### src/rtl/irq_pkg.sv
package irq_pkg;
  localparam int NUM_SRC = 5;
  localparam int NUM_EXT = 2;

  typedef enum logic [2:0] {
    SRC_EXT0 = 3'd0,
    SRC_TMR0 = 3'd1,
    SRC_EXT1 = 3'd2,
    SRC_TMR1 = 3'd3,
    SRC_SER  = 3'd4
  } src_e;
endpackage

### src/rtl/irq_flag.sv
module irq_flag (
  input  logic clk_i,
  input  logic rst_ni,
  input  logic set_i,
  input  logic clr_i,
  output logic flag_o
);
  // set wins over a simultaneous clear so no event is lost
  always_ff @(posedge clk_i or negedge rst_ni) begin
    if (!rst_ni)     flag_o <= 1'b0;
    else if (set_i)  flag_o <= 1'b1;
    else if (clr_i)  flag_o <= 1'b0;
  end
endmodule

### src/rtl/irq_ext_sense.sv
module irq_ext_sense (
  input  logic clk_i,
  input  logic rst_ni,
  input  logic pin_n_i,
  input  logic edge_mode_i,
  input  logic clr_i,
  output logic active_o
);
  logic smp_q, prev_q, pend_q, fall;

  always_ff @(posedge clk_i or negedge rst_ni) begin
    if (!rst_ni) begin
      smp_q  <= 1'b1;
      prev_q <= 1'b1;
    end else begin
      smp_q  <= pin_n_i;
      prev_q <= smp_q;
    end
  end

  assign fall = prev_q & ~smp_q;

  always_ff @(posedge clk_i or negedge rst_ni) begin
    if (!rst_ni)           pend_q <= 1'b0;
    else if (!edge_mode_i) pend_q <= 1'b0;
    else if (fall)         pend_q <= 1'b1;
    else if (clr_i)        pend_q <= 1'b0;
  end

  assign active_o = edge_mode_i ? pend_q : ~smp_q;
endmodule

### src/rtl/irq_prio.sv
module irq_prio #(
  parameter int N     = 5,
  parameter int IDX_W = $clog2(N)
) (
  input  logic [N-1:0]     req_i,
  output logic             any_o,
  output logic [IDX_W-1:0] idx_o,
  output logic [N-1:0]     grant_o
);
  // lowest index has highest priority
  always_comb begin
    grant_o = '0;
    idx_o   = '0;
    for (int i = N - 1; i >= 0; i--) begin
      if (req_i[i]) begin
        grant_o    = '0;
        grant_o[i] = 1'b1;
        idx_o      = IDX_W'(i);
      end
    end
  end

  assign any_o = |req_i;
endmodule

### src/rtl/irq_ctrl.sv
module irq_ctrl #(
  parameter int ADDR_W     = 16,
  parameter int CFG_W      = 8,
  parameter int GEN_BIT    = 7,
  parameter int VEC_BASE   = 3,
  parameter int VEC_STRIDE = 8
) (
  input  logic              clk_i,
  input  logic              rst_ni,
  input  logic              cfg_we_i,
  input  logic              cfg_sel_i,
  input  logic [CFG_W-1:0]  cfg_wdata_i,
  input  logic [1:0]        tmr_ovf_i,
  input  logic              ser_tx_done_i,
  input  logic              ser_rx_done_i,
  input  logic [1:0]        ser_clr_i,
  input  logic [1:0]        ext_n_i,
  input  logic              boundary_i,
  input  logic              reti_i,
  output logic              req_o,
  output logic [ADDR_W-1:0] vec_o
);
  import irq_pkg::*;

  localparam int NSRC  = NUM_SRC;
  localparam int IDX_W = $clog2(NSRC);

  logic [CFG_W-1:0] en_q, mode_q;
  logic [NSRC-1:0]  src, elig, grant;
  logic [IDX_W-1:0] win_idx;
  logic             any_elig, insvc_q, ack;
  logic             ser_tx_q, ser_rx_q;

  always_ff @(posedge clk_i or negedge rst_ni) begin
    if (!rst_ni) begin
      en_q   <= '0;
      mode_q <= '0;
    end else if (cfg_we_i) begin
      if (cfg_sel_i) mode_q <= cfg_wdata_i;
      else           en_q   <= cfg_wdata_i;
    end
  end

  // external k sits at source 2k, timer k at source 2k+1
  for (genvar k = 0; k < NUM_EXT; k++) begin : g_pair
    irq_ext_sense u_ext (
      .clk_i      (clk_i),
      .rst_ni     (rst_ni),
      .pin_n_i    (ext_n_i[k]),
      .edge_mode_i(mode_q[2*k]),
      .clr_i      (ack & grant[2*k]),
      .active_o   (src[2*k])
    );
    irq_flag u_tmr (
      .clk_i (clk_i),
      .rst_ni(rst_ni),
      .set_i (tmr_ovf_i[k]),
      .clr_i (ack & grant[2*k+1]),
      .flag_o(src[2*k+1])
    );
  end

  irq_flag u_ser_tx (
    .clk_i (clk_i),
    .rst_ni(rst_ni),
    .set_i (ser_tx_done_i),
    .clr_i (ser_clr_i[0]),
    .flag_o(ser_tx_q)
  );

  irq_flag u_ser_rx (
    .clk_i (clk_i),
    .rst_ni(rst_ni),
    .set_i (ser_rx_done_i),
    .clr_i (ser_clr_i[1]),
    .flag_o(ser_rx_q)
  );

  assign src[SRC_SER] = ser_tx_q | ser_rx_q;
  assign elig = src & en_q[NSRC-1:0] & {NSRC{en_q[GEN_BIT]}};

  irq_prio #(.N(NSRC), .IDX_W(IDX_W)) u_prio (
    .req_i  (elig),
    .any_o  (any_elig),
    .idx_o  (win_idx),
    .grant_o(grant)
  );

  assign req_o = any_elig & ~insvc_q;
  assign ack   = req_o & boundary_i;

  always_ff @(posedge clk_i or negedge rst_ni) begin
    if (!rst_ni)     insvc_q <= 1'b0;
    else if (ack)    insvc_q <= 1'b1;
    else if (reti_i) insvc_q <= 1'b0;
  end

  assign vec_o = req_o ? ADDR_W'(VEC_BASE) + ADDR_W'(win_idx) * ADDR_W'(VEC_STRIDE)
                       : '0;
endmodule

### config.mk
export PLATFORM = sky130hd
export DESIGN_NAME = irq_ctrl
export DESIGN_NICKNAME = d
export VERILOG_FILES = /design/src/rtl/irq_pkg.sv /design/src/rtl/irq_flag.sv /design/src/rtl/irq_ext_sense.sv /design/src/rtl/irq_prio.sv /design/src/rtl/irq_ctrl.sv
export SDC_FILE = /design/constraint.sdc
export NUM_CORES = 1
export LEC_CHECK = 0
export BUFFER_PORTS_ARGS = -buffer_cell sky130_fd_sc_hd__buf_2
export CAP_MARGIN = 10
export CORE_MARGIN = 3
export CORE_UTILIZATION = 43
export CTS_BUF_LIST = sky130_fd_sc_hd__clkbuf_4 sky130_fd_sc_hd__clkbuf_8 sky130_fd_sc_hd__clkbuf_16
export CTS_CLUSTER_DIAMETER = 60
export DETAILED_ROUTE_END_ITERATION = 6
export PLACE_DENSITY = 0.77
export SLEW_MARGIN = 20
export SYNTH_ARGS = -nofsm -noshare
export SYNTH_HDL_FRONTEND = slang
export SYNTH_HIERARCHICAL = 1
export SYNTH_SLANG_ARGS = --single-unit
### constraint.sdc
create_clock -name clk_i -period 1.9 [get_ports clk_i]
set_clock_uncertainty 0.05 [all_clocks]
set_input_delay 0.38 -clock clk_i [delete_from_list [all_inputs] [get_ports clk_i]]
set_output_delay 0.38 -clock clk_i [all_outputs]
set_load 0.01 [all_outputs]
======== Word level (Yosys, flattened, before mapping) ========
Cells that the tools add are included.
storage, ports and cells
  register bits after elaboration ......... 22
  input bits .............................. 22
  output and inout bits ................... 17
  logic and storage cells ................. 67
operators by class
  add/subtract/negate cells ............... 1
  equality and inequality tests ........... 2
  mux-type cells .......................... 28
  bitwise operators ....................... 15
  reductions and logical operators ........ 8
operator list
  cell                   number
  $mux W1                18
  $mux W4                4
  $mux W3                5
  $and A5 B5 Y5          2
  $reduce_bool A2 Y1     5
  $and A1 B1 Y1          8
  $add A2 B6 Y7 const A  1
  $mux W7                1
  $ne A3 B1 Y1 const B   2
  $reduce_or A5 Y1       1
  $not A1 Y1             4
  $reduce_and A2 Y1      2
  $or A1 B1 Y1           1

======== Longest topological paths before layout ========
  word-level depth ........................ 12
  gate-level depth with buffers ........... 10
  mapped depth without buffers ............ 9

======== Cells and area by module ========
The synthesis kept the hierarchy.
modules (own cells, without submodules)
  module         instances  cells an instance  area an instance (um^2)  seq. area each (um^2)
  irq_ctrl       1          50                 570.5                    225.2
  irq_ext_sense  2          8                  117.6                    77.6
  irq_flag       4          3                  36.3                     25.0
  irq_prio       1          13                 73.8                     0.0

======== Worst setup path after synthesis ========
No wires, ideal clock.
  kind .................................... register to output
  start ................................... register g_pair[0].u_ext.smp_q
  end ..................................... output port vec_o[3]
  arrival ................................. 1.494 ns
  setup slack ............................. -0.024 ns
  cell stages (with the launch flop) ...... 8
  path through ............................ dfstp_2 o21ai_0 and3_1 nor2_2 nand3b_1 nor2b_1 clkbuf_2 and2_1
between the ends
  longest elaborated chain between the ends .. 7
  elaborated cells on any way between the ends .. 9
  classes of those cells .................. add/sub (1); mux (3); bitwise (4); reduce/logical (1)
RTL lines
  item                         RTL line             RTL
  start, declared              irq_ext_sense.sv:9   logic smp_q, prev_q, pend_q, fall;
  start signal, assigned       irq_ext_sense.sv:16  smp_q <= pin_n_i;
  $not A1 Y1                   irq_ext_sense.sv:30  assign active_o = edge_mode_i ? pend_q : ~smp_q;
  $mux W1                      irq_ext_sense.sv:30
  named net src[0]             irq_ctrl.sv:29       logic [NSRC-1:0] src, elig, grant;
  $and A5 B5 Y5 (2 in series)  irq_ctrl.sv:80       assign elig = src & en_q[NSRC-1:0] & {NSRC{en_q[GEN_BIT]}};
  named net elig[0]            irq_ctrl.sv:29
  $reduce_or A5 Y1             irq_prio.sv:23       assign any_o = |req_i;
  named net any_elig           irq_ctrl.sv:31       logic any_elig, insvc_q, ack;
  $and A1 B1 Y1                irq_ctrl.sv:89       assign req_o = any_elig & ~insvc_q;
  named net req_o              irq_ctrl.sv:20       output logic req_o,
  $mux W7                      irq_ctrl.sv:98       assign vec_o = req_o ? ADDR_W'(VEC_BASE) + ADDR_W'(win_idx) * ADDR_W'(VEC_STRIDE)
  end, declared                irq_ctrl.sv:21       output logic [ADDR_W-1:0] vec_o
The timed path passes the listed nets, and every way through them passes these cells.

======== Worst setup path in the final report ========
  start ................................... register g_pair[0].u_ext.smp_q
  end ..................................... output port vec_o[3]
between the ends
  longest elaborated chain between the ends .. 7
  elaborated cells on any way between the ends .. 9
  classes of those cells .................. add/sub (1); mux (3); bitwise (4); reduce/logical (1)
RTL lines
  item                         RTL line
  $not A1 Y1                   irq_ext_sense.sv:30
  $mux W1                      irq_ext_sense.sv:30
  named net src[0]             irq_ctrl.sv:29
  $and A5 B5 Y5 (2 in series)  irq_ctrl.sv:80
  named net elig[0]            irq_ctrl.sv:29
  $reduce_or A5 Y1             irq_prio.sv:23
  named net any_elig           irq_ctrl.sv:31
  $and A1 B1 Y1                irq_ctrl.sv:89
  $mux W7                      irq_ctrl.sv:98
The timed path passes the listed nets, and every way through them passes these cells.

==> run summary <==
area fraction of the dominant cell type after synthesis: 36.63%
HPWL after DPL: 1307 um
unrepaired setup endpoints after global routing: true
NumNets Final: 145
Port Buf Inserts: 25
leakage power: 0.6578 nW
final setup violation count: 6
Die W: 54.82 um
sequential area share after synthesis: 46.89%
Hold Vio Cnt, Final: 0
Setup crit end kind: primary output
# DRC: 0
period utilisation layout: 112.2%
critical path startpoint category: flip-flop
drt pass-1 iters: 4
Most Crowded Layer GR: met2
TritonCTS buffer count: 3
mapped cell area: 1025 um2
minimum clock period: 2.132 ns
XOR/XNOR Fraction of Synth Area: 0%
Via density: 4.493
Pins Over Slew Limit: 0
clock insertion delay at the later pin of the skew report: 0.29 ns
multiplexer area fraction after synthesis: 10.99%
Area Growth Syn to Fin: 24.42%
overall routed net length: 1704 um
Cell variety after synth: 26
antenna-violating nets left: 0
initial antenna violation count: 0
M1 GR Usage: 15.58%
Commonest cells post-synth: buf_4 (15), dfrtp_1 (15), and3_1 (9)
VDD IR-drop max: 0.5648 mV
row cnt: 17
status: finished with violations
Yosys top cell by area: dfrtp_1
GRT Overall Usage: 13.22%
Top FF cell, synth: dfrtp_1
# Max-Cap Violations: 0
met2 usage: 20.67%
failing checks: negative setup slack
Max FO, Critical Path: 5
drt wl/cell: 11.36 um
clock slew at reported path FFs: 0.10 ns
initial DRC count: 8
complex-gate fraction of the synthesized area: 8.425%
H-tree depth: 1
final core occ: 57.09%
clock root buffer: clkbuf_4
fmax: 0.4690 GHz
Setup WS post-layout: -0.2324 ns
number of diodes: 0
post-synthesis register bit count: 19
CP Data Arrival Time: 1.70 ns
detailed-route via count: 674
total power: 1.090 mW
slowest CP cell: dfstp_2
Cell Area, Placed: 1124 um2
WS Path Type: flip-flop to primary output
total clock sinks: 19
pre-CTS setup slack: -0.01044 ns
Async S/R FF share, synth: 100.0%
Bufs on Longest Clock Path: 2
CP max stage delay: 0.54 ns
layout cell share with drive strength beyond 1: 52.46%
Die Y: 54.82 um
largest net degree at the start of global routing: 20
initial core utilization: 45.88%
met3 Usage GRT: 3.270%
Synth warnings: 6
top post-synthesis cells by area: dfrtp_1 (37%), buf_4 (11%), dfstp_2 (10%)
Die ar.: 3005 um2
Avg Inst Size Synth: 11.26 um2
largest family of logic cells by synthesized area: simple AND/OR/NAND/NOR gates
global route total overflow: 0
post-synthesis cell count: 91
Min Hold Slack: 0.1220 ns
Synth Area in Adders: 0%
worst endpoint required time: 1.47 ns
GPL Wtd Cong: 0.7581
I/O pins: 39
number of synthesized flops with an enable pin: 0
design area: 1275 um2
fraction of the mapped netlist area in simple logic gates: 18.56%
number of global-route vias before repair: 636
crit-path cells: o21ai_1 > and3_4 > nor2_4 > nand3b_1 > nor2b_4 > and2_1 > buf_2
Core ar.: 2233 um2
Hold Crit Class: input pin to flip-flop
global-route wire length before repair: 2684 um
pwr dens: 854.6 nW/um2
TritonCTS clock tree: built
-- final timing paths --
path / slack, ns / from / endpoint / depth (start not counted)
max: -0.23 / g_pair[0].u_ext/smp_q / vec_o[3] / 7
min: 0.12 / ext_n_i[1] / g_pair[1].u_ext/smp_q / 1
max reg2reg: 0.05 / g_pair[0].u_ext/smp_q / g_pair[0].u_ext/pend_q / 9
min reg2reg: 0.44 / g_pair[1].u_tmr/flag_o / g_pair[1].u_tmr/flag_o / 1
max in group asynchronous: 0.98 / rst_ni / g_pair[0].u_ext/smp_q / 2
min in group asynchronous: 0.49 / rst_ni / mode_q[2] / 2
-- worst max-delay path, delay by kind of cell, from the launching register on --
kind	cells	cell delay, ns
AO/OA/AOI/OAI	1	0.06
flip-flops	1	0.54
AND/OR/NAND/NOR	5	0.67
buffers and inverters	1	0.13
-- cell families (layout without fill, tap and decap cells) --
family,count (synthesis),after routing
and+or+nand+nor,29,29
AOI/OAI and AO/OA,11,11
buffers and inverters,23,44
DFF,19,19
other,1,11
muxes,8,8
-- through the flow --
| step | std cells | setup TNS (ns) |
|---|---|---|
| 2_1_floorplan | 101 | -0.02404 |
| 3_3_place_gp | 141 | 0 |
| 3_5_place_dp | 141 | -0.03073 |
| 4_1_cts | 150 | -1.224 |
| 5_1_grt | 150 | -1.807 |
| 6_report | 150 | -1.258 |
-- cells in the final DEF (no fill, tap or decap), types with 2 or more instances in the layout --
master,count
nand2b_4,4
and2_4,2
nor2b_4,2
and3_4,2
mux2_2,2
a21o_1,4
inv_1,6
conb_1,11
clkbuf_4,4
and3_1,6
dfstp_2,4
dfrtp_1,15
a21boi_2,2
buf_6,6
buf_2,20
nor3_1,2
o21ai_1,2
and2_1,2
nand2_1,3
buf_4,7
mux2_4,6
-- per-layer routing --
metal  up-vias  share of wire (%)
met3         3                6.5
met5         -                  0
li1        338                  -
met4         0                1.3
met1       305                 42
met2        28                 50
-- sequential cells by signal, indices dropped and copies added, names as in the netlist --
register / flops
g_pair.u_tmr/flag_o: 2
en_q: 6
g_pair.u_ext/smp_q: 2
u_ser_rx/flag_o: 1
g_pair.u_ext/pend_q: 2
mode_q: 2
g_pair.u_ext/prev_q: 2
insvc_q: 1
u_ser_tx/flag_o: 1
-- cell type report --
cell class	instances	area (um2)
clock buffer	4	30.03
fill	182	958.4
inverter	6	22.52
multi-input combinational	59	476.7
sequential	19	480.5
tap	28	35.03
timing repair buffer	34	230.2
-- power breakdown --
| group | internal (mW) | switching, mW |
|---|---|---|
| clock network | 0.0960 | 0.119 |
| logic | 0.229 | 0.152 |
| registers | 0.455 | 0.0387 |
-- repair_timing --
item	in CTS	in global routing
endpoints found under the setup margin	8	8
pin swaps	7	5
hold buffers	1	0
setup buffers	4	0
gates resized for setup	11	8
gates cloned	0	0
endpoints found under the hold margin	15	0
No activity file was read; power rests on OpenSTA's default activity.
